===== config.mk =====
export PLATFORM = sky130hd
export DESIGN_NAME = edge_link
export DESIGN_NICKNAME = d
export VERILOG_FILES = /design/src/rtl/edge_link_pkg.sv /design/src/rtl/edge_link_ctrl.sv /design/src/rtl/edge_link_dp.sv /design/src/rtl/edge_link.sv
export SDC_FILE = /design/constraint.sdc
export NUM_CORES = 1
export LEC_CHECK = 0
export ABC_AREA = 1
export BUFFER_PORTS_ARGS = -buffer_cell sky130_fd_sc_hd__buf_4
export CORE_AREA = 2 2 39 41
export CTS_CLUSTER_SIZE = 8
export DETAILED_ROUTE_END_ITERATION = 6
export DIE_AREA = 0 0 41 43
export PLACE_DENSITY_LB_ADDON = 0.3
export SYNTH_ARGS = -nofsm -noshare
export SYNTH_HDL_FRONTEND = slang
export SYNTH_SLANG_ARGS = --single-unit

===== constraint.sdc =====
create_clock -name clk -period 2.6 [get_ports clk]
set_input_delay 0 -clock clk [delete_from_list [all_inputs] [get_ports clk]]
set_output_delay 0 -clock clk [all_outputs]
set_load 0.1 [all_outputs]

===== src/rtl/edge_link_pkg.sv =====
package edge_link_pkg;

  // Strobes from the sending control to the event datapath.
  typedef struct packed {
    logic sendSet;
    logic sendClr;
  } linkStrobe_t;

endpackage


===== src/rtl/edge_link_ctrl.sv =====
module edge_link_ctrl
  import edge_link_pkg::*;
#(
  parameter bit FILTER_EN      = 1'b1,
  parameter int FILTER_LEN     = 3,
  parameter int REFRESH_CYCLES = 16
) (
  input  logic        clk,
  input  logic        rstN,
  input  logic        dataIn,
  output linkStrobe_t strobe
);

  localparam int RW = (REFRESH_CYCLES > 1) ? $clog2(REFRESH_CYCLES) : 1;
  localparam int FW = (FILTER_LEN > 1) ? $clog2(FILTER_LEN) : 1;

  logic          level;
  logic          prevLevel;
  logic [RW-1:0] refCnt;
  logic          edgeSeen;
  logic          refreshDue;
  logic          anyEvt;

  generate
    if (FILTER_EN) begin : g_filter
      logic          heldLevel;
      logic [FW-1:0] runCnt;

      // A new level is accepted once it has been sampled FILTER_LEN times in a row.
      always_ff @(posedge clk) begin
        if (!rstN) begin
          heldLevel <= 1'b1;
          runCnt    <= '0;
        end else if (dataIn == heldLevel) begin
          runCnt <= '0;
        end else if (runCnt == FW'(FILTER_LEN - 1)) begin
          heldLevel <= dataIn;
          runCnt    <= '0;
        end else begin
          runCnt <= runCnt + 1'b1;
        end
      end

      assign level = heldLevel;
    end else begin : g_bypass
      assign level = dataIn;
    end
  endgenerate

  assign edgeSeen   = (level != prevLevel);
  assign refreshDue = (refCnt == RW'(REFRESH_CYCLES - 1));
  assign anyEvt     = edgeSeen | refreshDue;

  // An edge event and a refresh both restate the current level.
  assign strobe.sendSet = anyEvt & level;
  assign strobe.sendClr = anyEvt & ~level;

  always_ff @(posedge clk) begin
    if (!rstN) begin
      prevLevel <= 1'b1;
      refCnt    <= '0;
    end else begin
      prevLevel <= level;
      refCnt    <= anyEvt ? '0 : refCnt + 1'b1;
    end
  end

endmodule


===== src/rtl/edge_link_dp.sv =====
module edge_link_dp
  import edge_link_pkg::*;
#(
  parameter int TIMEOUT_CYCLES = 40
) (
  input  logic        clk,
  input  logic        rstN,
  input  linkStrobe_t strobe,
  input  logic        rxSet,
  input  logic        rxClr,
  output logic        txSet,
  output logic        txClr,
  output logic        dataOut,
  output logic        failsafeActive
);

  localparam int WW = (TIMEOUT_CYCLES > 1) ? $clog2(TIMEOUT_CYCLES) : 1;

  logic          latchLevel;
  logic          failsafe;
  logic [WW-1:0] wdCnt;
  logic          validEvt;

  // Registered event outputs.
  always_ff @(posedge clk) begin
    if (!rstN) begin
      txSet <= 1'b0;
      txClr <= 1'b0;
    end else begin
      txSet <= strobe.sendSet;
      txClr <= strobe.sendClr;
    end
  end

  // Only an unambiguous event counts; a set/clear pair is dropped.
  assign validEvt = rxSet ^ rxClr;

  always_ff @(posedge clk) begin
    if (!rstN) begin
      latchLevel <= 1'b1;
      failsafe   <= 1'b1;
      wdCnt      <= '0;
    end else if (validEvt) begin
      latchLevel <= rxSet;
      failsafe   <= 1'b0;
      wdCnt      <= '0;
    end else if (!failsafe) begin
      if (wdCnt == WW'(TIMEOUT_CYCLES - 1)) begin
        failsafe <= 1'b1;
      end else begin
        wdCnt <= wdCnt + 1'b1;
      end
    end
  end

  assign dataOut        = failsafe | latchLevel;
  assign failsafeActive = failsafe;

endmodule


===== src/rtl/edge_link.sv =====
module edge_link
  import edge_link_pkg::*;
#(
  parameter bit FILTER_EN      = 1'b1,
  parameter int FILTER_LEN     = 3,
  parameter int REFRESH_CYCLES = 16,
  parameter int TIMEOUT_UNITS  = 4,
  parameter int UNIT_CYCLES    = 10
) (
  input  logic clk,
  input  logic rstN,
  input  logic dataIn,
  output logic txSet,
  output logic txClr,
  input  logic rxSet,
  input  logic rxClr,
  output logic dataOut,
  output logic failsafeActive
);

  localparam int TIMEOUT_CYCLES = TIMEOUT_UNITS * UNIT_CYCLES;

  generate
    if (REFRESH_CYCLES >= TIMEOUT_CYCLES || REFRESH_CYCLES < 2) begin : g_bad_refresh
      $error("edge_link: REFRESH_CYCLES must be at least 2 and below the timeout window");
    end
  endgenerate

  linkStrobe_t strobe;

  edge_link_ctrl #(
    .FILTER_EN     (FILTER_EN),
    .FILTER_LEN    (FILTER_LEN),
    .REFRESH_CYCLES(REFRESH_CYCLES)
  ) u_ctrl (
    .clk   (clk),
    .rstN  (rstN),
    .dataIn(dataIn),
    .strobe(strobe)
  );

  edge_link_dp #(
    .TIMEOUT_CYCLES(TIMEOUT_CYCLES)
  ) u_dp (
    .clk           (clk),
    .rstN          (rstN),
    .strobe        (strobe),
    .rxSet         (rxSet),
    .rxClr         (rxClr),
    .txSet         (txSet),
    .txClr         (txClr),
    .dataOut       (dataOut),
    .failsafeActive(failsafeActive)
  );

endmodule


==> results of run 1 <==
## timing repair
item | in CTS | in global routing
setup buffers | 0 | 0
hold buffers | 2 | 0
hold endpoints to repair | 4 | 0
## cells by family after synthesis
kind of cell | Yosys count | share of synthesized area
adder cells (fa/ha/maj) | 3 | 0.0510
AO/OA/AOI/OAI | 14 | 0.107
buffers and inverters | 12 | 0.0663
XOR/XNOR | 4 | 0.0476
AND/OR/NAND/NOR | 40 | 0.238
flip-flops | 18 | 0.490
## synth_stat cells
cell / number / share of area
a21oi_1: 7 / 0.048
a21oi_2: 1 / 0.012
buf_4: 1 / 0.010
clkinv_1: 1 / 0.0051
dfxtp_1: 18 / 0.49
ha_1: 3 / 0.051
inv_1: 9 / 0.046
inv_2: 1 / 0.0051
nand2_1: 14 / 0.071
nand2_2: 1 / 0.0085
nand3_1: 7 / 0.048
nand3_2: 1 / 0.014
nand4_1: 1 / 0.0085
nor2_1: 14 / 0.071
nor2_2: 1 / 0.0085
o211ai_1: 2 / 0.020
o21ai_0: 4 / 0.027
or2_2: 1 / 0.0085
xnor2_1: 3 / 0.036
xor2_1: 1 / 0.012
## worst max path at each step
stage,startpoint,endpoint,slack [ns],depth (start not counted)
6_report,u_dp.wdCnt[0]$_SDFFE_PP0P_,u_dp.wdCnt[2]$_SDFFE_PP0P_,1.32,7
5_1_grt,u_dp.wdCnt[0]$_SDFFE_PP0P_,u_dp.wdCnt[2]$_SDFFE_PP0P_,1.23,7
4_1_cts,u_dp.wdCnt[0]$_SDFFE_PP0P_,u_dp.wdCnt[2]$_SDFFE_PP0P_,1.33,7
3_5_place_dp,u_dp.wdCnt[0]$_SDFFE_PP0P_,u_dp.wdCnt[2]$_SDFFE_PP0P_,1.34,7
3_3_place_gp,u_dp.wdCnt[0]$_SDFFE_PP0P_,u_dp.wdCnt[2]$_SDFFE_PP0P_,1.42,7
2_1_floorplan,u_dp.failsafeActive$_SDFF_PN1_,u_dp.wdCnt[5]$_SDFFE_PP0P_,1.04,5
## through the flow
step	total power, uW	std cells	hold slack, ns	util	setup WS [ns]
floorplan	352	91	0.117	-	1.04
global route	524	119	0.0821	0.615	1.23
finish	493	119	0.0276	0.615	1.32
global placement	366	114	0.231	0.584	1.42
CTS	504	119	0.0154	0.615	1.33
detailed placement	369	114	0.234	0.584	1.34
## cell type report
type	count	area share
repair buffers	10	0.0941
inverters	11	0.0485
well taps	16	0.0235
clock buffers	3	0.0265
flip-flops and latches	18	0.424
multi-input cells	61	0.384
## critical path: cells and delay by family, from the launching register on
| kind | cells | cell delay (ns) |
|---|---|---|
| flip-flops | 1 | 0.36 |
| AND/OR/NAND/NOR | 4 | 0.35 |
| adder cells (fa/ha/maj) | 1 | 0.22 |
| AO/OA/AOI/OAI | 1 | 0.15 |
| buffers and inverters | 1 | 0.10 |
## routing by layer
layer / global-route usage / vias to the layer above / part of all wire
met5: 0 / - / 0
met4: 0.120 / 0 / 0.0075
met3: 0.0314 / 2 / 0.017
met2: 0.288 / 3 / 0.54
met1: 0.200 / 276 / 0.43
li1: - / 319 / -
## report_power, final
group / internal [uW] / switching [uW]
clock network: 53.7 / 75.9
logic: 23.8 / 42.4
registers: 288 / 8.85
total: 366 / 127
==> results.json, run 1 <==
{
  "clkSinkCount": 18,
  "viasPerCell": 5.04,
  "critical_path_required_ns": 2.78,
  "synth_area_per_cell_sq_um": 8.08,
  "hold_depth": 5,
  "synth_cell_types": 20,
  "area_growth_pct": 15.6,
  "ant_nets": 0,
  "grt_max_degree": 10,
  "finClkSkew_ns": 0.00210,
  "rsz0062_at_grt": "false",
  "reg_top3": "u_dp.wdCnt: 6 flops, u_ctrl.refCnt: 4 flops, u_ctrl.g_filter.runCnt: 2 flops",
  "grt_overflow_total": 0,
  "postSynthCellCount": 91,
  "slowest_stage": "dfxtp_1",
  "finalSetupViolCount": 0,
  "path_max_fanout": 5,
  "cts_root_buffer": "clkbuf_4",
  "drive_gt1_frac": 0.165,
  "dieArea_sq_mm": 0.00176,
  "rrSetupSlack_ns": 1.32,
  "multiInputGateArea_sq_um": 327,
  "path_class": "reg2reg",
  "min_from": "rxSet",
  "hp-class": "in2reg",
  "regArea_sq_um": 360,
  "cp_data_arrival_time_ns": 1.46,
  "vias": 600,
  "clk_path_buf_depth": 2,
  "die_y_um": 43,
  "max_cap_viol_count": 0,
  "finish.instance_area_sq_um": 851,
  "drt_iter0_drc": 11,
  "pin_count": 9,
  "regMostFlops": "u_dp.wdCnt",
  "synth-seq-cells": 18,
  "routabilityCongestion": 0.626,
  "grt_pass1_vias": 578,
  "max_freq_mhz": 782,
  "startpoint_type": "flop",
  "vdd_drop_max_uv": 296,
  "insertedDiodeCount": 0,
  "min_to": "u_dp.latchLevel$_SDFFE_PN1P_",
  "critPathCaptureType": "flop",
  "dp_hpwl_um": 924,
  "cts_tree": "yes",
  "wl_per_cell_um": 10.1,
  "ys_warn_count": 0,
  "power_leakage_uw": 0.000352,
  "r2r_cells": 7,
  "clk_latency_ns": 0.28,
  "timing.rr.end": "u_dp.wdCnt[2]$_SDFFE_PP0P_",
  "cts_resized": 0,
  "start_util": 0.532,
  "grt_antenna_before_repair": 0,
  "cts.reportedPaths.clkPinSlew_ns": 0.09,
  "worstMarginPinSlew_ns": 0.338,
  "grt_usage": 0.179,
  "final_cell_mix": "dfxtp_1 (18), nand2_1 (14), nor2_1 (14)",
  "cts_max_level": 1,
  "fillers": 126,
  "finalSetupTns_ns": 0,
  "placed_area_sq_um": 808,
  "wirelength_um": 1200,
  "numCtsBuffers": 3,
  "drc": 0,
  "syn_area_sq_um": 736,
  "slew_headroom": 0.773,
  "final_nets": 113,
  "regToRegStartpoint": "u_dp.wdCnt[0]$_SDFFE_PP0P_",
  "period_share": 0.492,
  "largest_reg_flops": 6,
  "syn_nets": 99,
  "core_sq_mm": 0.00138,
  "p_per_area_mw_per_mm2": 580,
  "hold_viol_final": 0,
  "status": "finished clean",
  "slowest_delay_ns": 0.36,
  "io_buffer_count": 8,
  "die_w_um": 41,
  "rows": 14,
  "grt_pass1_wl_um": 2110,
  "dr.pass1.iters": 4,
  "slew_viol_final": 0,
  "seq_area_frac_synth": 0.490,
  "path_cells": "ha_1, nand2_1, clkinv_1, nand3_2, nand2_2, o21ai_0, nor2_1",
  "post-route-min-period_ns": 1.28,
  "layout_commonest_cell": "dfxtp_1"
}
No activity file was read; power rests on OpenSTA's default activity.
==> run 2: changes to the inputs <==
--- a/config.mk
+++ b/config.mk
@@ -7,10 +7,10 @@
 export LEC_CHECK = 0
 export ABC_AREA = 1
 export BUFFER_PORTS_ARGS = -buffer_cell sky130_fd_sc_hd__buf_4
-export CORE_AREA = 2 2 39 41
+export CORE_MARGIN = 2
+export CORE_UTILIZATION = 53
 export CTS_CLUSTER_SIZE = 8
 export DETAILED_ROUTE_END_ITERATION = 6
-export DIE_AREA = 0 0 41 43
 export PLACE_DENSITY_LB_ADDON = 0.3
 export SYNTH_ARGS = -nofsm -noshare
 export SYNTH_HDL_FRONTEND = slang
==> constraint.sdc (replaced) <==
create_clock -name clk -period 1.3 [get_ports clk]
set_input_delay 0 -clock clk [delete_from_list [all_inputs] [get_ports clk]]
set_output_delay 0 -clock clk [all_outputs]
set_load 0.1 [all_outputs]
==> results.json, run 2 (synthesis gave the netlist of run 1 again) <==
{
  "stdcell_count": 118,
  "slew_viol_final": 0,
  "cts_max_level": 1,
  "power_frac_seq": 0.598,
  "die_w_um": 41.3,
  "power_leakage_uw": 0.000358,
  "io_buffer_count": 8,
  "grt_usage": 0.169,
  "pin_count": 9,
  "met3_usage": 0.0326,
  "hold_viol_final": 0,
  "path_cells": "ha_1, nand2_1, inv_2, nand3_4, nand2_2, o21ai_1, nor2_1",
  "dr.pass1.iters": 4,
  "slew_headroom": 0.767,
  "cts.reportedPaths.clkPinSlew_ns": 0.10,
  "status": "finished clean",
  "comb_power_share": 0.136,
  "cts_tree": "yes",
  "grt_overflow_total": 0,
  "slowest_stage": "dfxtp_4",
  "met1_usage": 0.190,
  "cp_data_arrival_time_ns": 1.42,
  "insertedDiodeCount": 0,
  "max_freq_mhz": 810,
  "gr-max-usage-layer": "met2",
  "routabilityCongestion": 0.563,
  "post-route-min-period_ns": 1.23,
  "critical_path_required_ns": 1.48,
  "dp.cells": 113,
  "reg_top3": "u_dp.wdCnt: 6 flops, u_ctrl.refCnt: 4 flops, u_ctrl.g_filter.runCnt: 2 flops",
  "regMostFlops": "u_dp.wdCnt",
  "p_int_uw": 732,
  "dp_hpwl_um": 930,
  "finClkSkew_ns": 0.00570,
  "finish.instance_area_sq_um": 863,
  "numCtsBuffers": 3,
  "vdd_drop_max_uv": 801,
  "drt_iter0_drc": 24,
  "clkPwrFrac": 0.267,
  "rsz0062_at_grt": "false",
  "wirelength_um": 1300,
  "grt_max_degree": 10,
  "viasPerCell": 5.14,
  "clkSinkCount": 18,
  "clk_latency_ns": 0.28,
  "grt_antenna_before_repair": 0,
  "max_cap_viol_count": 0,
  "slowest_delay_ns": 0.37,
  "clk_path_buf_depth": 2,
  "fillers": 125,
  "path_class": "reg2reg",
  "p_sw_uw": 263,
  "die_y_um": 41.3,
  "critPathCaptureType": "flop",
  "use_met2": 0.293,
  "area_growth_pct": 17.3,
  "hp-class": "in2reg",
  "largest_reg_flops": 6,
  "switching_share": 0.264,
  "vias": 607,
  "finalSetupViolCount": 0,
  "drive_gt1_frac": 0.204,
  "drc": 0,
  "cts_root_buffer": "clkbuf_4",
  "grt_pass1_wl_um": 1810,
  "final_cell_mix": "dfxtp_1 (15), nand2_1 (14), nor2_1 (14)",
  "placed_area_sq_um": 808,
  "final_nets": 113,
  "start_util": 0.565,
  "startpoint_type": "flop",
  "path_max_fanout": 5,
  "rows": 13,
  "ant_nets": 0,
  "dieArea_sq_mm": 0.00170,
  "finalSetupTns_ns": 0,
  "p_per_area_mw_per_mm2": 1150,
  "grt_pass1_vias": 484,
  "core_sq_mm": 0.00130,
  "worstMarginPinSlew_ns": 0.348,
  "wl_per_cell_um": 11.0,
  "period_share": 0.949,
  "layout_commonest_cell": "dfxtp_1"
}
==> run 2: area by class of cell <==
type                    instances  area (sq um)  share of cell area
inverters                      11          41.3              0.0478
multi-input cells              61           334               0.387
flip-flops and latches         18           367               0.425
repair buffers                 10          80.1              0.0928
well taps                      15          18.8              0.0217
clock buffers                   3          22.5              0.0261
==> run 2: worst max-delay path, delay by kind of cell, from the launching register on <==
family          cells  cell delay (ns)
compound gates      1             0.15
fa+ha+maj           1             0.21
buf+inv             1             0.07
flops               1             0.37
simple gates        4             0.34
==> run 2: power by group through the flow <==
stage,clock [uW],sequential (uW),combinational (uW)
global route,285,599,151
global placement,0,606,126
detailed placement,0,608,130
finish,265,595,135
floorplan,0,631,74.4
CTS,269,595,136
==> run 2: through the flow <==
stage          hold WS, ns  setup WS (ns)  utilization  power, uW
4_1_cts             0.0471        0.00934        0.655       1000
3_5_place_dp         0.232        -0.0402        0.621        738
5_1_grt              0.102        0.00585        0.663       1030
3_3_place_gp         0.228          0.119        0.621        732
2_1_floorplan        0.117         0.0891            -        706
6_report            0.0451         0.0660        0.663        995
==> run 2: final timing paths <==
kind | start | to | slack (ns) | depth (start not counted)
max | u_dp.wdCnt[0]$_SDFFE_PP0P_ | u_dp.wdCnt[2]$_SDFFE_PP0P_ | 0.07 | 7
min | rxSet | u_dp.latchLevel$_SDFFE_PN1P_ | 0.05 | 5
max reg2reg | u_dp.wdCnt[0]$_SDFFE_PP0P_ | u_dp.wdCnt[2]$_SDFFE_PP0P_ | 0.07 | 7
min reg2reg | u_ctrl.g_filter.runCnt[0]$_SDFF_PP0_ | u_ctrl.g_filter.runCnt[0]$_SDFF_PP0_ | 0.42 | 1
==> run 2: metal layers <==
| layer | up-vias | routed length (um) |
|---|---|---|
| li1 | 323 | - |
| met1 | 269 | 582 |
| met2 | 11 | 659 |
| met3 | 4 | 32 |
| met4 | 0 | 24 |
| met5 | - | 0 |
==> run 2: repair_timing <==
item	in CTS	in global routing
setup buffers	0	0
gates resized for setup	2	4
hold buffers	2	0
hold endpoints to repair	4	0
pin swaps	0	0
endpoints found under the setup margin	1	4
